--- config.mk ---
export PLATFORM = sky130hd
export DESIGN_NAME = pixel_window
export DESIGN_NICKNAME = d
export VERILOG_FILES = /design/src/rtl/pw_pkg.sv /design/src/rtl/pw_addr_map.sv /design/src/rtl/pw_field_unit.sv /design/src/rtl/pw_ctrl.sv /design/src/rtl/pixel_window.sv
export SDC_FILE = /design/constraint.sdc
export NUM_CORES = 1
export LEC_CHECK = 0
export BUFFER_PORTS_ARGS = -buffer_cell sky130_fd_sc_hd__buf_2
export CAP_MARGIN = 30
export CORE_MARGIN = 2
export CORE_UTILIZATION = 46
export DETAILED_ROUTE_END_ITERATION = 7
export PLACE_DENSITY_LB_ADDON = 0.12
export SETUP_SLACK_MARGIN = 0.3
export SLEW_MARGIN = 20
export SYNTH_ARGS = -nofsm -noshare
export SYNTH_HDL_FRONTEND = slang
export SYNTH_SLANG_ARGS = --single-unit
export TNS_END_PERCENT = 30
--- constraint.sdc ---
create_clock -name clk -period 1.94 [get_ports clk]
set_clock_uncertainty 0.05 [all_clocks]
set_input_delay 0.097 -clock clk [delete_from_list [all_inputs] [get_ports clk]]
set_output_delay 0.097 -clock clk [all_outputs]
set_load 0.03 [all_outputs]
--- src/rtl/pw_pkg.sv ---
package pw_pkg;
    localparam int unsigned ADDR_W  = 16;
    localparam int unsigned DATA_W  = 8;
    localparam int unsigned LANE_W  = 2;
    localparam int unsigned SHIFT_W = 3;

    typedef enum logic [1:0] {
        ST_IDLE     = 2'd0,
        ST_RD_DATA  = 2'd1,
        ST_WR_MERGE = 2'd2
    } pw_state_e;

    typedef struct packed {
        logic [ADDR_W-1:0] idx;
        logic [LANE_W-1:0] lane;
        logic              fmt2;
        logic [DATA_W-1:0] wdata;
    } pw_req_t;
endpackage

--- src/rtl/pw_addr_map.sv ---
module pw_addr_map
    import pw_pkg::*;
#(
    parameter logic [ADDR_W-1:0] WINDOW_BASE = 16'h6000
) (
    input  logic [ADDR_W-1:0] cpu_addr,
    input  logic              fmt2,
    output logic [ADDR_W-1:0] byte_idx,
    output logic [LANE_W-1:0] lane
);
    logic [ADDR_W-1:0] pix;

    always_comb begin
        pix = cpu_addr - WINDOW_BASE;
        if (fmt2) begin
            byte_idx = pix >> 2;
            lane     = pix[1:0];
        end else begin
            byte_idx = pix >> 1;
            lane     = {1'b0, pix[0]};
        end
    end
endmodule

--- src/rtl/pw_field_unit.sv ---
module pw_field_unit
    import pw_pkg::*;
(
    input  logic [DATA_W-1:0] stored,
    input  logic [DATA_W-1:0] wdata,
    input  logic [LANE_W-1:0] lane,
    input  logic              fmt2,
    output logic [DATA_W-1:0] field_mask,
    output logic [DATA_W-1:0] extracted,
    output logic [DATA_W-1:0] merged
);
    logic [SHIFT_W-1:0] sh;
    logic [DATA_W-1:0]  low_mask;

    for (genvar b = 0; b < DATA_W; b++) begin : g_mask
        localparam logic [LANE_W-1:0] LANE2 = LANE_W'(b / 2);
        localparam logic [LANE_W-1:0] LANE4 = LANE_W'(b / 4);
        assign field_mask[b] = fmt2 ? (lane == LANE2) : (lane == LANE4);
    end

    always_comb begin
        sh        = fmt2 ? {lane, 1'b0} : {lane[0], 2'b00};
        low_mask  = fmt2 ? 8'h03 : 8'h0F;
        extracted = (stored >> sh) & low_mask;
        merged    = (stored & ~field_mask) | (((wdata & low_mask) << sh) & field_mask);
    end
endmodule

--- src/rtl/pw_ctrl.sv ---
module pw_ctrl
    import pw_pkg::*;
(
    input  logic              clk,
    input  logic              rst_n,
    input  logic              cpu_rd,
    input  logic              cpu_wr,
    input  logic [DATA_W-1:0] cpu_wdata,
    input  logic              fmt2,
    input  logic [ADDR_W-1:0] idx_now,
    input  logic [LANE_W-1:0] lane_now,
    input  logic [DATA_W-1:0] merged,
    output pw_req_t           req_q,
    output logic              cpu_rvalid,
    output logic              busy,
    output logic              mem_en,
    output logic              mem_we,
    output logic [ADDR_W-1:0] mem_addr,
    output logic [DATA_W-1:0] mem_wdata
);
    pw_state_e state_q, state_d;
    logic      accept, start_wr, start_rd;

    assign accept   = (state_q != ST_WR_MERGE);
    assign start_wr = accept && cpu_wr;
    assign start_rd = accept && cpu_rd && !cpu_wr;

    always_comb begin
        unique case (state_q)
            ST_IDLE, ST_RD_DATA: begin
                if (start_wr)      state_d = ST_WR_MERGE;
                else if (start_rd) state_d = ST_RD_DATA;
                else               state_d = ST_IDLE;
            end
            ST_WR_MERGE:           state_d = ST_IDLE;
            default:               state_d = ST_IDLE;
        endcase
    end

    always_ff @(posedge clk or negedge rst_n) begin
        if (!rst_n) begin
            state_q <= ST_IDLE;
            req_q   <= '0;
        end else begin
            state_q <= state_d;
            if (start_wr || start_rd) begin
                req_q.idx   <= idx_now;
                req_q.lane  <= lane_now;
                req_q.fmt2  <= fmt2;
                req_q.wdata <= cpu_wdata;
            end
        end
    end

    always_comb begin
        cpu_rvalid = 1'b0;
        busy       = 1'b0;
        mem_en     = 1'b0;
        mem_we     = 1'b0;
        mem_addr   = idx_now;
        mem_wdata  = merged;
        unique case (state_q)
            ST_IDLE, ST_RD_DATA: begin
                cpu_rvalid = (state_q == ST_RD_DATA);
                mem_en     = start_wr || start_rd;
            end
            ST_WR_MERGE: begin
                busy     = 1'b1;
                mem_en   = 1'b1;
                mem_we   = 1'b1;
                mem_addr = req_q.idx;
            end
            default: ;
        endcase
    end

    assert_merge_follows_R6: assert property (@(posedge clk) disable iff (!rst_n)
        (cpu_wr && !busy) |=> (mem_we && mem_en && busy));
    assert_merge_same_byte_R6: assert property (@(posedge clk) disable iff (!rst_n)
        mem_we |-> (mem_addr == $past(mem_addr)));
    assert_read_valid_R5: assert property (@(posedge clk) disable iff (!rst_n)
        (cpu_rd && !cpu_wr && !busy) |=> cpu_rvalid);
    assert_ignore_busy_R8: assert property (@(posedge clk) disable iff (!rst_n)
        busy |=> (!busy && !cpu_rvalid));
    assert_write_wins_R9: assert property (@(posedge clk) disable iff (!rst_n)
        (cpu_rd && cpu_wr && !busy) |=> !cpu_rvalid);
endmodule

--- src/rtl/pixel_window.sv ---
module pixel_window
    import pw_pkg::*;
#(
    parameter logic [15:0] WINDOW_BASE = 16'h6000
) (
    input  logic        clk,
    input  logic        rst_n,
    input  logic [15:0] cpu_addr,
    input  logic        cpu_rd,
    input  logic        cpu_wr,
    input  logic [7:0]  cpu_wdata,
    input  logic        fmt_2bpp,
    output logic [7:0]  cpu_rdata,
    output logic        cpu_rvalid,
    output logic        busy,
    output logic        mem_en,
    output logic        mem_we,
    output logic [15:0] mem_addr,
    output logic [7:0]  mem_wdata,
    input  logic [7:0]  mem_rdata
);
    logic [ADDR_W-1:0] idx_now;
    logic [LANE_W-1:0] lane_now;
    logic [DATA_W-1:0] field_mask, extracted, merged;
    pw_req_t           req_q;

    pw_addr_map #(.WINDOW_BASE(WINDOW_BASE)) u_map (
        .cpu_addr (cpu_addr),
        .fmt2     (fmt_2bpp),
        .byte_idx (idx_now),
        .lane     (lane_now)
    );

    pw_field_unit u_field (
        .stored     (mem_rdata),
        .wdata      (req_q.wdata),
        .lane       (req_q.lane),
        .fmt2       (req_q.fmt2),
        .field_mask (field_mask),
        .extracted  (extracted),
        .merged     (merged)
    );

    pw_ctrl u_ctrl (
        .clk        (clk),
        .rst_n      (rst_n),
        .cpu_rd     (cpu_rd),
        .cpu_wr     (cpu_wr),
        .cpu_wdata  (cpu_wdata),
        .fmt2       (fmt_2bpp),
        .idx_now    (idx_now),
        .lane_now   (lane_now),
        .merged     (merged),
        .req_q      (req_q),
        .cpu_rvalid (cpu_rvalid),
        .busy       (busy),
        .mem_en     (mem_en),
        .mem_we     (mem_we),
        .mem_addr   (mem_addr),
        .mem_wdata  (mem_wdata)
    );

    assign cpu_rdata = cpu_rvalid ? extracted : '0;

    assert_zero_ext_R5: assert property (@(posedge clk) disable iff (!rst_n)
        cpu_rvalid |-> ((cpu_rdata >> (req_q.fmt2 ? 2 : 4)) == 8'h00));
    assert_keep_bits_R7: assert property (@(posedge clk) disable iff (!rst_n)
        mem_we |-> (((mem_wdata ^ mem_rdata) & ~field_mask) == 8'h00));
    assert_reset_quiet_R1: assert property (@(posedge clk) disable iff (!rst_n)
        $rose(rst_n) |-> (!busy && !cpu_rvalid));
endmodule

Yosys cells after proc, flatten, opt, wreduce, memory -nomap -nowiden
Cells that the tools add are included.

Register bits after elaboration: 29. Latch bits: 0. Output and inout bits: 36. Word-level logic and storage cells: 43. RAM bits: 0. Input port bits: 37. Memories kept: 0. Bits in read-only memories: 0.

Add/sub/neg operators: 1. Multipliers: 0. Multiplexer cells: 15. Equal/unequal tests: 6. Divide/modulo/power cells: 0. $lt $le $gt $ge: 0. Reductions and logical operators: 8. Bitwise operators: 6. Shift-type cells: 2.

Operators by type and width (number): bitwise AND 8 bit (4); 2-to-1 mux 16 bit (1); subtractor 16 x 15 -> 16 bit (second input constant) (1); 2-to-1 mux 15 bit (1); 2-to-1 mux 8 bit (1); inverter 8 bit (1); bitwise OR 8 bit (1); left shift 8 x 3 -> 8 bit (1); >> shifter 8 x 3 -> 8 bit (1); equality test 2 bit (second input constant) (3); 2-to-1 mux 1 bit (6); 2-to-1 mux 2 bit (3); equality test 2 x 1 -> 1 bit (second input constant) (2); logical NOT 2 bit (2); 2-to-1 mux 4 bit (1); logical AND 1 bit (3); 2-to-1 mux 3 bit (1); inequality test 2 bit (second input constant) (1); one-hot mux 1 bit (2 select lines) (1); OR reduction 2 bit (1); logical NOT 1 bit (1); logical OR 1 bit (1).

Logic depth before layout (Yosys ltp)
Gate-level depths: netlist of the first run.

Word-level depth: 6. Depth in mapped cells: 7. Depth with buffers taken out: 4.

Modules after synthesis
From an unflattened synthesis of the first run, not the netlist that was laid out.

Cells, all modules: 199. Area total of the unflattened synthesis: 2338.5 sq um.

By module, submodules not included: pw_ctrl (cells each 93, times used 1, area each 1506.4 sq um, seq. area each 725.7 sq um); pw_field_unit (cells each 73, times used 1, area each 534.3 sq um, seq. area each 0.0 sq um); pw_addr_map (cells each 25, times used 1, area each 247.7 sq um, seq. area each 0.0 sq um); pixel_window (cells each 8, times used 1, area each 50.0 sq um, seq. area each 0.0 sq um).

Worst setup path before layout of the first run
Ideal clock, no wire load.

Path type: register to output. Start point: register u_ctrl.state_q[0]. End point: output port mem_addr[0]. Arrival: 1.628 ns. Required time: 1.793 ns. Stages on the path, launching flop included: 8. Buffers on the path: 3. Setup slack: 0.165 ns. Cells stage by stage: dfrtp_1 -> nand2b_1 -> buf_4 -> inv_2 -> buf_4 -> buf_2 -> nor2_1 -> nor2_1.

Word-level cells in the longest chain between the ends: 2.

Ends and longest elaborated chain: start, declared (line pw_ctrl.sv:21) `pw_state_e state_q, state_d;`; start signal, assigned (line pw_ctrl.sv:45) `state_q <= state_d;`; equality test 2 bit (line pw_ctrl.sv:62) `unique case (state_q)`; 2-to-1 mux 16 bit (line pw_ctrl.sv:62); end, declared (line pixel_window.sv:18) `output logic [15:0] mem_addr,`.

No other way between the ends.

Worst setup path in the final report of the first run
Start point: register, netlist name u_ctrl.req_q[9]. End point: output port cpu_rdata[1].

Word-level cells in the longest chain between the ends: 4.

Ends and longest elaborated chain: 2-to-1 mux 3 bit (line pw_field_unit.sv:22) `sh = fmt2 ? {lane, 1'b0} : {lane[0], 2'b00};`; >> shifter 8 x 3 -> 8 bit (line pw_field_unit.sv:24) `extracted = (stored >> sh) & low_mask;`; bitwise AND 8 bit (line pw_field_unit.sv:24); 2-to-1 mux 8 bit (line pixel_window.sv:63) `assign cpu_rdata = cpu_rvalid ? extracted : '0;`; end, declared (line pixel_window.sv:13) `output logic [7:0] cpu_rdata,`.

No other way between the ends.

==> results of run 1 <==
area by class of cell:
class,instances,share of cell area (%)
Clock buffer,3,1.69
Inverter,5,0.872
Multi-Input combinational cell,144,45.2
Sequential cell,24,24.7
Tap cell,48,2.46
Timing Repair Buffer,82,25.1
report_power, final:
group / internal (mW) / switching, mW / leakage [nW]
Sequential: 0.569 / 0.0528 / 0.288
Clock: 0.138 / 0.142 / 0.0216
Combinational: 0.396 / 0.482 / 0.826
per-stage QoR:
step	cell area, µm²	TNS (ns)	hold WS (ns)	std cells
5_1_grt	2440	-0.00925	0.0208	306
3_3_place_gp	2060	0	0.0594	292
2_1_floorplan	1750	0	-0.249	195
4_1_cts	2270	0	0.0244	306
6_report	2440	0	0.0267	306
3_5_place_dp	2060	0	0.0616	292
placed cells by master, fill, tap and decap left out, drive strengths merged, types with 13 or more instances in the layout:
cell / Yosys / routed
nor2: 24 / 24
a21oi: 17 / 17
dfrtp: 24 / 24
buf: 17 / 80
mux2i: 13 / 13
o31ai: 13 / 13
mux2: 15 / 15
o21ai: 17 / 17
layer usage:
layer	vias up	part of all wire, %
li1	815	-
met1	792	46
met2	59	46
met3	8	6.1
met4	0	1.4
met5	-	0
worst max-delay path: stages, from the launching register on:
cell	delay, ns
dfrtp_2	0.44
mux2i_2	0.21
mux4_2	0.53
and2_4	0.15
buf_6	0.13
cells by family after synthesis:
group / after synthesis / synth area share, %
AOI/OAI and AO/OA: 57 / 20.4
xor gates and xnor gates: 1 / 0.506
adders and majority gates: 1 / 0.722
buffers and inverters: 27 / 8.16
DFF: 24 / 34.7
muxes: 30 / 19.9
other: 1 / 0.217
and+or+nand+nor: 50 / 15.5
final timing paths:
| path | startpoint | end | cells past startpoint |
|---|---|---|---|
| max | u_ctrl.req_q[9]$_DFFE_PN0P_ | cpu_rdata[1] | 4 |
| min | cpu_wdata[3] | u_ctrl.req_q[3]$_DFFE_PN0P_ | 2 |
| max reg2reg | u_ctrl.state_q[1]$_DFF_PN0_ | u_ctrl.req_q[2]$_DFFE_PN0P_ | 4 |
| min reg2reg | u_ctrl.req_q[23]$_DFFE_PN0P_ | u_ctrl.req_q[23]$_DFFE_PN0P_ | 1 |
| max in group asynchronous | rst_n | u_ctrl.req_q[9]$_DFFE_PN0P_ | 2 |
| min in group asynchronous | rst_n | u_ctrl.req_q[15]$_DFFE_PN0P_ | 2 |
registers in the layout (all words and copies together) (netlist names):
register        flops
u_ctrl.req_q       22
u_ctrl.state_q      2
repair_timing:
| action | in CTS | in global routing |
|---|---|---|
| hold endpoints to repair | 25 | 0 |
| setup endpoints to repair | 23 | 20 |
| resized for setup | 24 | 65 |
| cloned | 0 | 0 |
| hold buffers | 2 | 0 |
| buffers inserted | 9 | 0 |
| pin swaps | 2 | 7 |
==> metrics, run 1 <==
IO Count 73; Clock Sinks 24; Yosys top cell by area dfrtp_1; met3 Use GR 3.60%; status completed; gr usage total 19.5%; via/cell ratio 5.47; sequential-to-total area share from yosys stat 34.7%; VDD IR max 0.447 mV; Synth area leaders dfrtp_1, mux2_2, mux2i_1, o31ai_1, nor2_1; DRC 0; remaining antenna violation count 0; fin util 67.1%; row cnt 22; CTS tree yes; min Tclk post-route 1.87 ns; Final #Nets 298; Setup crit end kind output pin; vias in the first global route 1462; fin worst setup slack 0.0712 ns; DR vias 1674; PortBufs 63; Max Slew Vio Count 0; die area 4270 µm²; CTS root buffer clkbuf_8; RSZ-0062 raised after global routing true; dpl ws 0.226 ns; htree depth 1; critical path type register to output pin; share of cells above drive strength 1 48.8%; top_reg_cell synth dfrtp_1; Leak 1.14 nW; router iterations before antenna repair 4; DRT iter0 DRCs 140; Reg clk slew, reported paths 0.07 ns; first-pass GRT wire length 6710 µm; Post-Synthesis Cells 191; most frequent cell after synthesis dfrtp_1; f_max 535 MHz; FF/Latch Area 603 µm²; Max-Cap Viols 0; Die X 65.4 µm; GRT overflow 0; Final Hold Fails 0; Worst Hold Class input pin to register; top post-synthesis cells by count dfrtp_1, nor2_1, a21oi_1, o21ai_0, mux2_2; Slew headroom 64.3%; CORE AREA 3630 µm²; Critical Path Start Type register; Reg2Reg Setup Slack 0.52 ns; met2 usage 32.4%; fill count 323; routability cong. 0.775; pin count of the biggest net entering global routing 27; Ant. Diodes 0; M1 GR Usage 27.0%; DIE HEIGHT 65.4 µm; Synth Cell Area 1730 µm²; CP Data Required Time 1.79 ns; Power Density 730 nW/µm²; initial core utilization 47.7%; detailed-route wire length 4350 µm; total power draw 1.78 mW; multi-input logic area 1100 µm²; initial antenna violation count 0; Setup Viol. Count Final 0; yosys warns 0; DP Wirelength 2900 µm; clk_lat worst skew 0.26 ns; Post-synth EDFFs 0; Tightest Pin Transition 0.536 ns; final worst path period share 96.3%; Synth-to-Final Area Change 40.9%; clk buf depth 2; area share of the largest cell type after synthesis 34.7%; Synth async-reset ratio 100%; busiest grt layer met2; FF+latch count, synth 24; WP data arrival 1.72 ns; TritonCTS buffer count 3; Syn Area/Cell 9.07 µm²; post-synth cell types 31; DR WL/cell 14.2 µm; crit-path max FO 4
Note: power is estimated with default switching activity, not from simulation.
==> inputs of run 2 (changes only) <==
SETUP_SLACK_MARGIN = 0.5   (was 0.3)
==> run 2 against run 1 <==
Net effect: sequential power grew 4.7%; register-to-register slack lost 0.23 ns; clock power grew 5%; critical path depth is the same; final cell count grew 4.6%; die area is the same; via count grew 8.5%; total power grew 20%; sequential share of layout area shrank 5.1 points; sequential cell count is the same.
==> metrics, run 2 (synthesized netlist as in run 1, its figures left out) <==
initial core utilization 47.7% (unchanged); CP Data Required Time 1.79 ns (about the same); PortBufs 63 (unchanged); RSZ-0062 raised after global routing true; Critical Path Start Type register; DRT iter0 DRCs 58 (-59%); TritonCTS buffer count 3 (unchanged); routability cong. 0.722 (-6.9%); Synth-to-Final Area Change 77.5%; met3 Use GR 3.42% (-0.17 points); vias in the first global route 1522 (+4.1%); met2 usage 35.5% (+3.1 points); Die X 65.4 µm (unchanged); Post-Layout Cell Count 320 (+4.6%); DR WL/cell 17.3 µm (+22%); r2r startpoint u_ctrl.state_q[1]$_DFF_PN0_; remaining antenna violation count 0 (unchanged); Final Hold Fails 0 (unchanged); status completed; f_max 517 MHz (-3.3%); Power Density 696 nW/µm² (-4.6%); busiest grt layer met2; Setup Viol. Count Final 0 (unchanged); DIE HEIGHT 65.4 µm (unchanged); M1 GR Usage 24.7% (-2.4 points); Final #Nets 312 (+4.7%); Area after DPL 2090 µm² (+1.2%); gr usage total 20.1% (+0.60 points); critical path type register to output pin; reg-to-reg endpoint u_ctrl.req_q[3]$_DFFE_PN0P_; IO Count 73 (unchanged); WP data arrival 1.79 ns (+0.07 ns); via/cell ratio 5.68 (+3.7%); router iterations before antenna repair 4 (unchanged); Clock Sinks 24 (unchanged); htree depth 1 (unchanged); end of the critical path cpu_rdata[1]; row cnt 22 (unchanged); final worst path period share 99.6% (+3.3 points); min Tclk post-route 1.93 ns (+0.0640 ns); CTS tree yes; CORE AREA 3630 µm² (unchanged); largest registers u_ctrl.req_q: 22 flops, u_ctrl.state_q: 2 flops; die area 4270 µm² (unchanged); DRC 0 (unchanged); Max Slew Vio Count 0 (unchanged); pin count of the biggest net entering global routing 25 (-7.4%); first-pass GRT wire length 6670 µm (-0.61%); Worst Hold Class input pin to register; CP startpoint u_ctrl.req_q[8]$_DFFE_PN0P_; initial antenna violation count 0 (unchanged); Biggest register u_ctrl.req_q; GRT overflow 0 (unchanged); Tightest Pin Transition 0.541 ns (+0.00505 ns); Reg2Reg Setup Slack 0.29 ns (-0.23 ns); Reg clk slew, reported paths 0.08 ns (about the same); Slew headroom 63.9% (-0.34 points); DR vias 1816 (+8.5%); most frequent cells in the layout buf_2, buf_6, dfrtp_1, nor2_4; crit-path max FO 3 (-1); clk buf depth 2 (unchanged); placed cells 292 (unchanged); VDD IR max 0.544 mV (+22%); detailed-route wire length 5520 µm (+27%); Design Area, Final 3070 µm² (+26%); max reg flops 22 (unchanged); CTS root buffer clkbuf_8; DP Wirelength 2740 µm (-5.6%); Max-Cap Viols 0 (unchanged); share of cells above drive strength 1 62.5% (+14 points); clk_lat worst skew 0.26 ns (about the same); fin util 84.6% (+17 points); Ant. Diodes 0 (unchanged); Setup crit end kind output pin; Reg2Reg Depth 5 (+1); Leak 1.38 nW (+21%)
## run 2: final cells by class
type / instances / area, µm²
Clock buffer: 3 / 41.3
Inverter: 5 / 31.3
Timing Repair Buffer: 96 / 960
Tap cell: 48 / 60.1
Fill cell: 202 / 559
Multi-Input combinational cell: 144 / 1380
Sequential cell: 24 / 604
## run 2: timing repair
| action | CTS | global route |
|---|---|---|
| cloned | 2 | 3 |
| gates resized for setup | 38 | 160 |
| endpoints found under the setup margin | 38 | 47 |
| hold endpoints to repair | 25 | 0 |
| hold buffers | 2 | 0 |
| buffers inserted | 8 | 10 |
| pin swaps | 3 | 25 |
## run 2: worst min-delay path by stage
| stage | endpoint | slack (ns) | startpoint | cells after the start |
|---|---|---|---|---|
| 2_1_floorplan | u_ctrl.req_q[0]$_DFFE_PN0P_ | -0.25 | rst_n | 0 |
| 3_3_place_gp | u_ctrl.req_q[16]$_DFFE_PN0P_ | 0.06 | rst_n | 1 |
| 3_5_place_dp | u_ctrl.req_q[16]$_DFFE_PN0P_ | 0.06 | rst_n | 1 |
| 4_1_cts | u_ctrl.req_q[0]$_DFFE_PN0P_ | 0.01 | cpu_wdata[0] | 2 |
| 5_1_grt | u_ctrl.req_q[1]$_DFFE_PN0P_ | 0.0005 | cpu_wdata[1] | 2 |
| 6_report | u_ctrl.req_q[0]$_DFFE_PN0P_ | 0.01 | cpu_wdata[0] | 2 |
## run 2: power breakdown
group | internal (mW) | switching [mW] | total [mW]
logic | 0.601 | 0.593 | 1.19
registers | 0.570 | 0.0816 | 0.651
clock network | 0.139 | 0.155 | 0.294
total | 1.31 | 0.830 | 2.14
## run 2: through the flow
stage / setup WS, ns / total power [mW] / hold WS [ns] / setup TNS, ns
CTS: 0.0502 / 1.74 / 0.0108 / 0
detailed placement: 0.280 / 1.33 / 0.0586 / 0
floorplan: 0.306 / 1.15 / -0.249 / 0
global placement: 0.291 / 1.33 / 0.0555 / 0
global route: -0.0466 / 2.24 / 0.000529 / -0.0466
finish: 0.00723 / 2.14 / 0.0105 / 0
## run 2: worst max-delay path: stages (launching register included)
cell	delay, ns
dfrtp_2	0.44
mux2i_4	0.27
mux4_2	0.53
and2_4	0.16
buf_6	0.13
## run 2: per-layer routing
layer	up-vias	wire length [µm]
met1	885	2130
met4	0	104
li1	852	-
met2	71	2970
met5	-	0
met3	8	318
